<file path="src/rtl/sar_pkg.sv">
package sar_pkg;
  typedef enum logic [1:0] {
    ST_IDLE   = 2'd0,
    ST_SAMPLE = 2'd1,
    ST_CONV   = 2'd2
  } sar_state_e;
endpackage

</file>
<file path="src/rtl/sar_seq_fsm.sv">
module sar_seq_fsm
  import sar_pkg::*;
#(
  parameter int SAMPLE_CYC = 4,
  parameter int NBITS      = 8,
  localparam int IDX_W     = (NBITS > 1) ? $clog2(NBITS) : 1,
  localparam int CNT_W     = (SAMPLE_CYC > 1) ? $clog2(SAMPLE_CYC) : 1
) (
  input  logic             clk,
  input  logic             rst_n,
  input  logic             start_i,
  output logic             accept_o,
  output logic             init_o,
  output logic             step_o,
  output logic             last_o,
  output logic [IDX_W-1:0] bit_idx_o,
  output logic             sample_o,
  output logic             busy_o
);
  localparam logic [CNT_W-1:0] LAST_CNT = CNT_W'(SAMPLE_CYC - 1);
  localparam logic [IDX_W-1:0] TOP_IDX  = IDX_W'(NBITS - 1);

  sar_state_e       state_q;
  logic [CNT_W-1:0] cnt_q;
  logic [IDX_W-1:0] idx_q;

  always_ff @(posedge clk or negedge rst_n) begin
    if (!rst_n) begin
      state_q <= ST_IDLE;
      cnt_q   <= '0;
      idx_q   <= '0;
    end else begin
      case (state_q)
        ST_IDLE: begin
          if (start_i) begin
            state_q <= ST_SAMPLE;
            cnt_q   <= '0;
          end
        end
        ST_SAMPLE: begin
          if (cnt_q == LAST_CNT) begin
            state_q <= ST_CONV;
            idx_q   <= TOP_IDX;
          end else begin
            cnt_q <= cnt_q + 1'b1;
          end
        end
        ST_CONV: begin
          if (idx_q == '0) state_q <= ST_IDLE;
          else             idx_q   <= idx_q - 1'b1;
        end
        default: state_q <= ST_IDLE;
      endcase
    end
  end

  always_comb begin
    accept_o  = (state_q == ST_IDLE) && start_i;
    init_o    = (state_q == ST_SAMPLE) && (cnt_q == LAST_CNT);
    step_o    = (state_q == ST_CONV);
    last_o    = (state_q == ST_CONV) && (idx_q == '0);
    sample_o  = (state_q == ST_SAMPLE);
    busy_o    = (state_q != ST_IDLE);
    bit_idx_o = idx_q;
  end
endmodule

</file>
<file path="src/rtl/sar_approx_reg.sv">
module sar_approx_reg #(
  parameter int NBITS  = 8,
  localparam int IDX_W = (NBITS > 1) ? $clog2(NBITS) : 1
) (
  input  logic             clk,
  input  logic             rst_n,
  input  logic             init_i,
  input  logic             step_i,
  input  logic [IDX_W-1:0] bit_idx_i,
  input  logic             cmp_i,
  output logic [NBITS-1:0] sar_o,
  output logic [NBITS-1:0] final_o
);
  logic [NBITS-1:0] sar_q;

  // One flop per bit: a bit takes the comparator decision when it is under
  // test, and turns on when the bit directly above it is being decided.
  for (genvar g = 0; g < NBITS; g++) begin : g_bit
    localparam logic [IDX_W-1:0] SELF  = IDX_W'(g);
    localparam logic [IDX_W-1:0] ABOVE = IDX_W'((g + 1) % NBITS);
    always_ff @(posedge clk or negedge rst_n) begin
      if (!rst_n) begin
        sar_q[g] <= 1'b0;
      end else if (init_i) begin
        sar_q[g] <= (g == NBITS - 1);
      end else if (step_i) begin
        if (bit_idx_i == SELF)
          sar_q[g] <= cmp_i;
        else if ((g != NBITS - 1) && (bit_idx_i == ABOVE))
          sar_q[g] <= 1'b1;
      end
    end
  end

  always_comb begin
    sar_o   = sar_q;
    final_o = sar_q;
    final_o[0] = cmp_i;
  end
endmodule

</file>
<file path="src/rtl/sar_result_reg.sv">
module sar_result_reg #(
  parameter int NBITS = 8
) (
  input  logic             clk,
  input  logic             rst_n,
  input  logic             load_i,
  input  logic [NBITS-1:0] code_i,
  output logic [NBITS-1:0] result_o,
  output logic             irq_o
);
  always_ff @(posedge clk or negedge rst_n) begin
    if (!rst_n) begin
      result_o <= '0;
      irq_o    <= 1'b0;
    end else begin
      irq_o <= load_i;
      if (load_i) result_o <= code_i;
    end
  end
endmodule

</file>
<file path="src/rtl/sar_chan_latch.sv">
module sar_chan_latch #(
  parameter int CH_W = 3
) (
  input  logic            clk,
  input  logic            rst_n,
  input  logic            accept_i,
  input  logic [CH_W-1:0] chan_sel_i,
  output logic [CH_W-1:0] chan_o
);
  always_ff @(posedge clk or negedge rst_n) begin
    if (!rst_n)        chan_o <= '0;
    else if (accept_i) chan_o <= chan_sel_i;
  end
endmodule

</file>
<file path="src/rtl/sar_adc_ctrl.sv">
module sar_adc_ctrl #(
  parameter int NUM_CH     = 8,
  parameter int NBITS      = 8,
  parameter int SAMPLE_CYC = 4,
  localparam int CH_W      = (NUM_CH > 1) ? $clog2(NUM_CH) : 1,
  localparam int IDX_W     = (NBITS > 1) ? $clog2(NBITS) : 1
) (
  input  logic             clk,
  input  logic             rst_n,
  input  logic             start_i,
  input  logic [CH_W-1:0]  chan_sel_i,
  input  logic             cmp_i,
  output logic [CH_W-1:0]  chan_o,
  output logic             sh_sample_o,
  output logic [NBITS-1:0] trial_code_o,
  output logic             busy_o,
  output logic [NBITS-1:0] result_o,
  output logic             eoc_irq_o
);
  logic             accept, init, step, last;
  logic [IDX_W-1:0] bit_idx;
  logic [NBITS-1:0] final_code;

  sar_seq_fsm #(.SAMPLE_CYC(SAMPLE_CYC), .NBITS(NBITS)) u_fsm (
    .clk(clk), .rst_n(rst_n), .start_i(start_i),
    .accept_o(accept), .init_o(init), .step_o(step), .last_o(last),
    .bit_idx_o(bit_idx), .sample_o(sh_sample_o), .busy_o(busy_o)
  );

  sar_approx_reg #(.NBITS(NBITS)) u_sar (
    .clk(clk), .rst_n(rst_n), .init_i(init), .step_i(step),
    .bit_idx_i(bit_idx), .cmp_i(cmp_i),
    .sar_o(trial_code_o), .final_o(final_code)
  );

  sar_result_reg #(.NBITS(NBITS)) u_res (
    .clk(clk), .rst_n(rst_n), .load_i(last), .code_i(final_code),
    .result_o(result_o), .irq_o(eoc_irq_o)
  );

  sar_chan_latch #(.CH_W(CH_W)) u_chan (
    .clk(clk), .rst_n(rst_n), .accept_i(accept),
    .chan_sel_i(chan_sel_i), .chan_o(chan_o)
  );
endmodule

</file>
<file path="config.mk">
export PLATFORM = sky130hd
export DESIGN_NAME = sar_adc_ctrl
export DESIGN_NICKNAME = d
export VERILOG_FILES = /design/src/rtl/sar_pkg.sv /design/src/rtl/sar_seq_fsm.sv /design/src/rtl/sar_approx_reg.sv /design/src/rtl/sar_result_reg.sv /design/src/rtl/sar_chan_latch.sv /design/src/rtl/sar_adc_ctrl.sv
export SDC_FILE = /design/constraint.sdc
export NUM_CORES = 1
export LEC_CHECK = 0
export BUFFER_PORTS_ARGS = -buffer_cell sky130_fd_sc_hd__buf_2
export CORE_UTILIZATION = 47
export CTS_CLUSTER_SIZE = 40
export DETAILED_ROUTE_END_ITERATION = 8
export PLACE_DENSITY = 0.79
export SYNTH_ARGS = -nofsm -noshare
export SYNTH_HDL_FRONTEND = slang
export SYNTH_SLANG_ARGS = --single-unit
export TNS_END_PERCENT = 100
</file>
<file path="constraint.sdc">
create_clock -name clk -period 1.8 [get_ports clk]
set_input_delay 0.45 -clock clk [delete_from_list [all_inputs] [get_ports clk]]
set_output_delay 0.45 -clock clk [all_outputs]
set_load 0.02 [all_outputs]
</file>
* Word-level counts from Yosys, hierarchy flattened
Index checks and enable logic that the tools add are counted.
** Word-level totals
- Register bits after elaboration :: 27
- Bits of input ports :: 7
- Output and inout port bits :: 22
- Logic and storage cells :: 100
** Operators by class
- Add/sub/neg operators :: 2
- Equal/unequal tests :: 15
- Muxes and demuxes :: 41
- Reductions and logical operators :: 28
** Operators with widths (count)
- 2-to-1 mux 1 bit :: 31
- nonzero test 3 bit :: 7
- AND reduction 2 bit :: 8
- == test 3 bit, second input constant :: 4
- 2-to-1 mux 2 bit :: 5
- nonzero test 2 bit :: 5
- AND reduction 3 bit :: 3
- == test 3 x 2 -> 1 bit, second input constant :: 2
- 2-to-1 mux 3 bit :: 2
- inequality test 2 bit, second input constant :: 3
- one-hot mux 2 bit (3 select lines) :: 1
- one-hot mux 3 bit (2 select lines) :: 1
- == test 2 bit, second input constant :: 2
- inequality test 2 x 1 -> 1 bit, second input constant :: 2
- one-hot mux 2 bit (2 select lines) :: 1
- == test 3 x 1 -> 1 bit, second input constant :: 1
- logical AND 1 bit :: 3
- zero test 3 bit :: 1
- subtractor 3 x 1 -> 3 bit, second input constant :: 1
- adder 2 x 1 -> 2 bit, second input constant :: 1
- == test 2 x 1 -> 1 bit, second input constant :: 1
- zero test 2 bit :: 1

* Longest topological paths before layout
Gate-level depths: netlist (run 1).
- Word-level depth :: 5
- Mapped depth :: 7
- Depth with buffers taken out :: 5

* By module
From an unflattened synthesis (run 1), not the netlist that was laid out.
** Unflattened totals
- Cell total of the unflattened synthesis :: 116
- Area total of the unflattened synthesis :: 1355.0 um2
** By module, submodules not included
- sar_approx_reg :: instances 1, cells an instance 48, area an instance 457.9 um2, sequential area each 200.2 um2
- sar_seq_fsm :: instances 1, cells an instance 44, area an instance 431.7 um2, sequential area each 175.2 um2
- sar_result_reg :: instances 1, cells an instance 18, area an instance 356.6 um2, sequential area each 225.2 um2
- sar_chan_latch :: instances 1, cells an instance 6, area an instance 108.9 um2, sequential area each 75.1 um2

* Least setup slack after synthesis (run 1)
Ideal clock, no wire load.
- Path type :: register to register
- From :: reg u_fsm.state_q[0]
- To :: reg u_fsm.state_q[1]
- Setup time :: 125 ps
- Arrival time :: 1482 ps
- Data required time :: 1675 ps
- Slack :: 194 ps
- Cell stages (with the launch flop) :: 5
- Buffers on the path :: 0
- Clock period less this slack :: 1606 ps
- Cell sequence :: dfrtp_1 > ha_1 > and2b_1 > a211oi_2 > mux2_2
** Between the ends
- Cells in the longest elaborated chain, start to end :: 3
- Elaborated cells on any way between the ends :: 8
- Classes of those cells :: eq/ne (5); mux (1); reduce/logical (2)
** RTL lines
- from (decl) :: line sar_seq_fsm.sv:23 : sar_state_e state_q;
- from (signal assigned) :: line sar_seq_fsm.sv:29 : state_q <= ST_IDLE;
- from (signal assigned) :: line sar_seq_fsm.sv:36 : state_q <= ST_SAMPLE;
- from (signal assigned) :: line sar_seq_fsm.sv:42 : state_q <= ST_CONV;
- == test 2 x 1 -> 1 bit *
- named net sh_sample_o :: line sar_adc_ctrl.sv:14 : output logic sh_sample_o,
- inequality test 2 x 1 -> 1 bit (no source line)
- AND reduction 3 bit (no source line)
Mark *: on every way through the listed nets, which the timed path passes. The rest lies on a longest branch.
A chain may end at the register's enable or synchronous reset.

* Worst setup path in the final report (run 1)
- From :: reg u_fsm.state_q[1]
- To :: out sh_sample_o
** Between the ends
- Cells in the longest elaborated chain, start to end :: 1
** RTL lines
- == test 2 x 1 -> 1 bit :: line sar_seq_fsm.sv:62 : sample_o = (state_q == ST_SAMPLE);
- to (decl) :: line sar_adc_ctrl.sv:14
No other way between the ends.

==> results of run 1 <==
## where the power goes
part	total [µW]	internal (µW)	switching [µW]	leakage [µW]
combinational	1160	488	668	0.000490
sequential	915	788	126	0.000329
clock	260	83.4	177	0.0000177
## final timing paths
path	slack (ns)	end	cells after the start
max in group asynchronous	1.31	u_res.result_o[3]	1
worst min register to register	0.50	u_res.result_o[0]	2
worst min-delay path	0.10	u_res.irq_o	1
worst max register to register	0.10	u_res.result_o[7]	4
min in group clk	0.35	u_chan.chan_o[1]	2
worst max-delay path	0.04	sh_sample_o	3
## cell type report
class                   count  area [µm²]  share of cell area, %
clock inverters             1        5.00                  0.304
inverters                  10        37.5                   2.28
multi-input cells          85         709                   43.2
repair buffers             30         155                   9.44
well taps                  31        38.8                   2.36
flip-flops and latches     27         676                   41.1
clock buffers               3        22.5                   1.37
## cells by family (layout without fill, tap and decap cells)
kind of cell	count (synthesis)	count (layout)
AND/OR/NAND/NOR	29	29
buffers and inverters	14	44
multiplexers	19	19
flip-flops	27	27
AO/OA/AOI/OAI	27	27
adder cells (fa/ha/maj)	10	10
## through the flow
step / std cells / area (µm²) / worst slack [ns] / total power, µW / hold WS (ns)
global route: 187 / 1640 / -0.0571 / 2490 / 0.139
CTS: 187 / 1630 / 0.00866 / 2340 / 0.113
finish: 187 / 1640 / 0.0399 / 2330 / 0.101
global placement: 183 / 1600 / 0.141 / 2000 / 0.459
detailed placement: 183 / 1600 / 0.0328 / 2070 / 0.471
floorplan: 126 / 1440 / 0.194 / 1730 / 0.154
## worst max-delay path, cell delays in order, from the launching register on
cell and delay, ns:
dfrtp_1 0.42, inv_1 0.11, ha_2 0.27, buf_2 0.19
## flip-flops by register name (all words and copies together) (netlist names)
| register | cells |
|---|---|
| u_sar.final_o | 7 |
| u_sar.sar_o | 1 |
| u_fsm.bit_idx_o | 3 |
| u_res.irq_o | 1 |
| u_fsm.cnt_q | 2 |
| u_chan.chan_o | 3 |
| u_fsm.state_q | 2 |
| u_res.result_o | 8 |
## synthesized netlist by cell type (2+ instances only)
library cell and n:
dfrtp_1 27, mux2_2 12, ha_1 10, inv_1 10, nand2_1 9, a31oi_1 6, nor2_1 6, o21ai_0 6
a21oi_1 5, mux2_4 4, nand2b_1 3, and2b_1 2, buf_2 2, buf_6 2, mux2i_1 2, nand3_1 2
## cell usage in the layout (no fill, tap or decap), drive strengths merged, types with 2 or more instances in the layout
cell    count
dfrtp      27
nand2       9
mux2       17
buf        30
ha         10
o21ai       6
nor2        6
and2        2
a21oi       5
nand3       2
mux2i       2
nor3        2
and2b       2
inv        10
a31oi       6
clkbuf      3
nand2b      3
a211oi      2
## what timing repair did
action                                 CTS  global route
setup endpoints to repair                1            17
endpoints found under the hold margin    0             0
pin swaps                                0             0
cloned                                   0             0
resized for setup                        1             4
## routing by layer
layer / global-route usage (%) / routed length (µm) / vias up
met1: 20.6 / 1130 / 510
met4: 4.18 / 13 / 0
met3: 4.08 / 129 / 2
li1: - / - / 497
met2: 31.4 / 1330 / 31
met5: 0 / 0 / -
==> out/results.ini, run 1 <==
[status]
status = complete, but fails checks
violations = design-rule violations

[sta]
maxSlewViolCount = 0
fin_crit_sh_pct = 97.8
setup_viol = 0
skew_ns = 0.00617
tns_ns = 0
fmax_ghz = 0.568
tightest_slew_ns = 0.591
grt_setup_unrepaired = true
hold_violations = 0
final.min_clock_period_ns = 1.76
slew_headroom_pct = 60.6

[finish]
layout-drive-gt1-share_pct = 36.5
area.growth.synth_to_final_pct = 14.6
fill_cells = 255
layout.nets = 174
antenna_cells = 0
fin_util_pct = 58.1

[cts]
clk_path_buf_depth = 2
cts_made_buffers = 3
cts-htree-levels = 1
cts_hold_buf = 0
cts.clk_slew.worst_paths_ns = 0.14
ctsRootBufferMaster = clkbuf_4
numClockSinks = 27
clk_latency_ns = 0.32
post_cts_buffers = 0
cts_tree = yes

[logic_synthesis]
postSynthAreaPerCell_um2 = 11.4
yosysSeqAreaShare_pct = 47.1
synth_top_family_by_area = multiplexers
synthesis.area_mm2 = 0.00144
synth_area_leader_cell = dfrtp_1
synth-simple-area-share_pct = 11.0
synth_xor_area_share_pct = 0
syn-num-nets = 143
synthCells = 126
ys.flop_type = dfrtp_1
synth_fa_ha_area_share_pct = 8.72
synth.ff_latch_count = 27
synth-compound-area-share_pct = 12.6
ys_warn_count = 0
yosysTopAreaCellShare_pct = 47.1
synth.area.top_cells = dfrtp_1, mux2_2, ha_1
synth_mux_area_share_pct = 15.8
synth-edff-count = 0
synth_cell_types = 34
async_reset_ff_share_pct = 100

[die]
start_util_pct = 50.7
die-area_mm2 = 0.00328
fp.dieW_um = 57.3
die_h_um = 57.3
ioPinCount = 29
design.core.area_mm2 = 0.00283
num_rows = 19

[grt]
track_usage_pct = 17.3
antenna_found_initial = 0
grt_pass1_vias = 1020
grt_max_degree = 28
overflow = 0
grt_pass1_wl_mm = 4.42

[pwr]
ir_worst_vdd_mv = 0.932
powerDensity_mw_per_mm2 = 1420
p_leak_uw = 0.000837

[drt]
antenna_left = 0
via_per_inst = 5.56
wl_per_cell_um = 13.9
wl_mm = 2.61
dr.pass1.iters = 6
drc_errors = 2
vias = 1040
drtIter0Drc = 38

[setup_path]
arrival_ns = 1.31
end_kind = output pin
required_ns = 1.35
r2r_start = u_fsm.state_q[0]
crit_fanout = 8
cp-startpoint = u_fsm.state_q[1]
critPathKind = register to output pin
critPathLaunchType = register

[placement]
place.gp.congestion = 0.897
dpl.hpwl_mm = 1.96
portBuffers = 28

[hold_path]
hold_class = input port to asynchronous set/reset pin

[job]
drv_cap = 0

Power figures use the tool's default switching activity.
==> run 2: changes to the inputs <==
ABC_CLOCK_PERIOD_IN_PS = 1800   (was default)
PLACE_DENSITY = 0.75   (was 0.79)
SLEW_MARGIN = 40   (was default)
==> out/results.ini, run 2 (synthesis results as in run 1) <==
[status]
status = complete, but fails checks
violations = design-rule violations

[die]
die_h_um = 57.3  ; unchanged
fp.dieW_um = 57.3  ; unchanged
start_util_pct = 50.7  ; unchanged
die-area_mm2 = 0.00328  ; unchanged
num_rows = 19  ; unchanged
ioPinCount = 29  ; unchanged
design.core.area_mm2 = 0.00283  ; unchanged

[placement]
dp_worst_setup_slack_ns = 0.0225  ; -0.0102 ns
dpl.hpwl_mm = 1.96  ; -0.26%
dp.cells = 185  ; +1.1%
portBuffers = 28  ; unchanged
place.gp.congestion = 0.845  ; -5.8%

[cts]
cts_tree = yes
clk_path_buf_depth = 2  ; unchanged
ctsRootBufferMaster = clkbuf_4
cts.clk_slew.worst_paths_ns = 0.14  ; about the same
cts_hold_buf = 0  ; unchanged
numClockSinks = 27  ; unchanged
cts_made_buffers = 3  ; unchanged
clk_latency_ns = 0.32  ; about the same
cts-htree-levels = 1  ; unchanged

[pwr]
ir_worst_vdd_mv = 0.830  ; -11%
power_switching_uw = 984  ; +1.4%
p_int_uw = 1390  ; +2.4%
power.total_uw = 2380  ; +2.0%
clkPwrFrac_pct = 10.8  ; -0.4 points
switching_share_pct = 41.4  ; -0.25 points
p_leak_uw = 0.000857  ; +2.4%
pwr-share-comb_pct = 50.8  ; +1.2 points
pwr-share-seq_pct = 38.4  ; -0.8 points
powerDensity_mw_per_mm2 = 1410  ; -0.45%

[sta]
maxSlewViolCount = 0  ; unchanged
hold_violations = 0  ; unchanged
fin_crit_sh_pct = 99.0  ; +1.2 points
fmax_ghz = 0.561  ; -1.3%
grt_setup_unrepaired = true
skew_ns = 0.00372  ; -0.00245 ns
hold_ws_ns = 0.102  ; +0.000819 ns
setup_ws_ns = 0.0176  ; -0.0224 ns
tightest_slew_ns = 0.584  ; -0.00712 ns
setup_viol = 0  ; unchanged
final.min_clock_period_ns = 1.78  ; +0.0224 ns
slew_headroom_pct = 61.1  ; +0.47 points

[drt]
wl_mm = 2.69  ; +3.3%
wl_per_cell_um = 14.1  ; +1.1%
vias = 1064  ; +2.3%
antenna_left = 0  ; unchanged
drtIter0Drc = 31  ; -18%
dr.pass1.iters = 6  ; unchanged
drc_errors = 5  ; +3
via_per_inst = 5.57  ; +0.17%

[grt]
overflow = 0  ; unchanged
grt_pass1_vias = 1066  ; +4.5%
antenna_found_initial = 0  ; unchanged
track_usage_pct = 18.3  ; +1.1 points
grt_max_degree = 28  ; unchanged
grt_pass1_wl_mm = 4.64  ; +4.8%

[finish]
final_cell_mix = buf_2, dfrtp_1, mux2_2, inv_1, nand2_1
area.growth.synth_to_final_pct = 17.3
top_register = u_res.result_o
final_common_cell = buf_2
layout.nets = 178  ; +2.3%
largest_register_ffs = 8  ; unchanged
antenna_cells = 0  ; unchanged
fin_cells = 191  ; +2.1%
layout-drive-gt1-share_pct = 38.1  ; +1.6 points

[setup_path]
required_ns = 1.35  ; about the same
critPathKind = register to output pin
end_kind = output pin
crit_fanout = 5  ; -3
critPathLaunchType = register
arrival_ns = 1.33  ; +0.02 ns

[job]
drv_cap = 0  ; unchanged

[hold_path]
hold_class = input port to asynchronous set/reset pin

run 2: changes by cell type in the layout (fill, tap and decap cells not counted):
cell	delta
ha_2	-1
ha_4	+1
buf_4	+4
run 2: final timing paths:
kind / to / cells past startpoint / startpoint / slack (ns)
worst max-delay path: busy_o / 4 / u_fsm.state_q[0] / 0.02
worst min-delay path: u_fsm.bit_idx_o[1] / 1 / rst_n / 0.10
worst max register to register: u_fsm.state_q[1] / 5 / u_fsm.bit_idx_o[0] / 0.12
worst min register to register: u_res.result_o[0] / 2 / u_res.result_o[0] / 0.49
max in group asynchronous: u_sar.final_o[1] / 1 / rst_n / 1.32
min in group clk: u_chan.chan_o[0] / 2 / chan_sel_i[0] / 0.35
run 2: worst max-delay path: stages, from the launching register on:
cell and delay, ns:
dfrtp_1 0.45, inv_1 0.13, ha_2 0.23, inv_1 0.04, buf_2 0.15
run 2: stage by stage:
step / utilization, % / setup TNS (ns) / cell area (µm²)
detailed placement: 57.0 / 0 / 1610
finish: 59.5 / 0 / 1680
CTS: 58.1 / 0 / 1640
global placement: 57.0 / 0 / 1610
global route: 59.5 / -0.0533 / 1680
floorplan: - / 0 / 1440
run 2: power groups by stage:
stage	clock [µW]	combinational, µW	sequential (µW)
after floorplan	0	664	1070
after global placement	0	1090	914
after detailed placement	0	1120	929
after CTS	273	1140	916
after global routing	290	1320	941
final	257	1210	912
run 2: area by class of cell:
cell class              count  area [µm²]
flip-flops and latches     27         676
clock buffers               3        22.5
multi-input cells          85         719
inverters                  10        37.5
well taps                  31        38.8
clock inverters             1        5.00
repair buffers             34         185
fillers                   237        1140
run 2: layer usage:
layer | part of all wire [%] | vias up | global-route usage (%)
li1 | - | 509 | -
met3 | 4.8 | 2 | 4.99
met5 | 0 | - | 0
met1 | 44 | 518 | 22.9
met4 | 0.48 | 0 | 4.53
met2 | 50 | 35 | 31.6
run 2: repair_timing:
action,in CTS,in global routing
setup endpoints to repair,2,8
resized for setup,2,4
buffers inserted,0,2
==> run 3: changes to the inputs <==
CORE_ASPECT_RATIO = 1.2   (was default)
==> out/results.ini, run 3 (synthesis results as in run 1) <==
[setup_path]
path_buf_inv = 2  ; -1
arrival_ns = 1.30  ; -0.03 ns
slowest_delay_ns = 0.42  ; -0.03 ns
critPathKind = register to output pin
cp-startpoint = u_fsm.state_q[1]
required_ns = 1.35  ; about the same
crit_family = flip-flops
crit_chain = inv_1 -> ha_2 -> buf_2
r2r_start = u_fsm.bit_idx_o[0]
critPathSlowestCell = dfrtp_1
ff2ff_path_depth = 5  ; unchanged
crit_end = sh_sample_o
critPathLaunchType = register
end_kind = output pin
cp.depth = 3  ; -1
crit_fanout = 8  ; +3
reg2reg_to = u_fsm.state_q[1]
r2r_slack_ns = 0.11  ; about the same

[sta]
slew_headroom_pct = 60.2  ; -0.88 points
fmax_ghz = 0.572  ; +1.9%
hold_ws_ns = 0.111  ; +0.00889 ns
grt_setup_unrepaired = true
setup_viol = 0  ; unchanged
tightest_slew_ns = 0.597  ; +0.0132 ns
fin_crit_sh_pct = 97.2  ; -1.8 points
hold_violations = 0  ; unchanged
skew_ns = 0.00153  ; -0.00219 ns
final.min_clock_period_ns = 1.75  ; -0.0329 ns
maxSlewViolCount = 0  ; unchanged

[grt]
grt_util_met1_pct = 24.3  ; +1.4 points
grt_pass1_wl_mm = 4.90  ; +5.7%
overflow = 0  ; unchanged
globalRoute.busiestLayer = met2
grt_use_met3_pct = 2.19  ; -2.8 points
use_met2_pct = 33.4  ; +1.8 points
grt_pass1_vias = 1104  ; +3.6%
antenna_found_initial = 0  ; unchanged
grt_max_degree = 28  ; unchanged
track_usage_pct = 19.4  ; +1.1 points

[cts]
cts_made_buffers = 3  ; unchanged
cts_hold_buf = 0  ; unchanged
numClockSinks = 27  ; unchanged
cts-htree-levels = 1  ; unchanged
cts.clk_slew.worst_paths_ns = 0.14  ; about the same
clk_latency_ns = 0.32  ; about the same
cts_tree = yes
clk_path_buf_depth = 2  ; unchanged
ctsRootBufferMaster = clkbuf_4

[pwr]
p_leak_uw = 0.000845  ; -1.4%
ir_worst_vdd_mv = 1.06  ; +28%
powerDensity_mw_per_mm2 = 1410  ; +0.21%

[finish]
layout-drive-gt1-share_pct = 36.1  ; -2.0 points
final_cell_mix = buf_2, dfrtp_1, mux2_2, inv_1, nand2_1
final_common_cell = buf_2
antenna_cells = 0  ; unchanged
fin_cells = 192  ; +0.52%
fin_area_mm2 = 0.00165  ; -2.1%
layout.nets = 176  ; -1.1%
area.growth.synth_to_final_pct = 14.9
top_register = u_res.result_o
largest_register_ffs = 8  ; unchanged

[die]
die-area_mm2 = 0.00328  ; about the same
num_rows = 21  ; +2
ioPinCount = 29  ; unchanged
fp.dieW_um = 52.4  ; -8.4%
start_util_pct = 50.6  ; -0.16 points
die_h_um = 62.5  ; +9.2%
design.core.area_mm2 = 0.00284  ; +0.31%

[drt]
vias = 1049  ; -1.4%
drc_errors = 0  ; -5
dr.pass1.iters = 4  ; -2
antenna_left = 0  ; unchanged
via_per_inst = 5.46  ; -1.9%
drtIter0Drc = 14  ; -55%
wl_per_cell_um = 14.7  ; +4.1%
wl_mm = 2.81  ; +4.6%

[job]
drv_cap = 0  ; unchanged

[placement]
portBuffers = 28  ; unchanged
dpl_cell_area_mm2 = 0.00161  ; -0.23%
place.gp.congestion = 0.865  ; +2.4%
dp.cells = 187  ; +1.1%
dpl.hpwl_mm = 2.14  ; +9.2%

[hold_path]
hold_class = input port to asynchronous set/reset pin

[status]
status = finished, final reports clean

## run 3: cell types whose count changed in the layout (fill, tap and decap cells not counted), sizes merged
cell,change
buf,-2
clkbuf,+1
clkinv,-1
## run 3: worst min path at each step
stage                           start                 to  slack [ns]  depth (start not counted)
floorplan                       rst_n   u_chan.chan_o[0]        0.15                          0
global placement    u_res.result_o[0]  u_res.result_o[0]        0.46                          2
detailed placement              rst_n  u_res.result_o[7]        0.49                          1
CTS                             rst_n   u_fsm.state_q[0]        0.13                          1
global route                    rst_n  u_res.result_o[7]        0.15                          1
finish                          rst_n  u_res.result_o[7]        0.11                          1
## run 3: area by class of cell
class	instances	area, µm²
well taps	34	42.5
fillers	258	1190
inverters	10	37.5
flip-flops and latches	27	676
repair buffers	32	170
clock buffers	4	26.3
multi-input cells	85	697
## run 3: through the flow
| stage | utilization [%] | setup slack [ns] | power [µW] | setup TNS, ns |
|---|---|---|---|---|
| after floorplan | - | 0.194 | 1730 | 0 |
| after global placement | 56.7 | 0.163 | 2010 | 0 |
| after detailed placement | 56.7 | 0.0601 | 2070 | 0 |
| after CTS | 57.7 | 0.0329 | 2330 | 0 |
| after global routing | 58.1 | -0.0307 | 2510 | -0.0307 |
| final | 58.1 | 0.0504 | 2330 | 0 |
## run 3: layer usage
metal  up-vias  wire (µm)  share of wire [%]
li1        503          -                  -
met1       510       1210                 43
met2        31       1460                 52
met3         5        109                3.9
met4         0         38                1.4
met5         -          0                  0
## run 3: repair_timing
action | CTS | global route
gates resized for setup | 1 | 2
setup buffers | 0 | 1
endpoints found under the setup margin | 1 | 3
## run 3: where the power goes
part | internal [µW] | leakage [µW] | switching, µW
Combinational | 489 | 0.000501 | 665
Clock | 86.8 | 0.0000150 | 171
Sequential | 789 | 0.000329 | 133
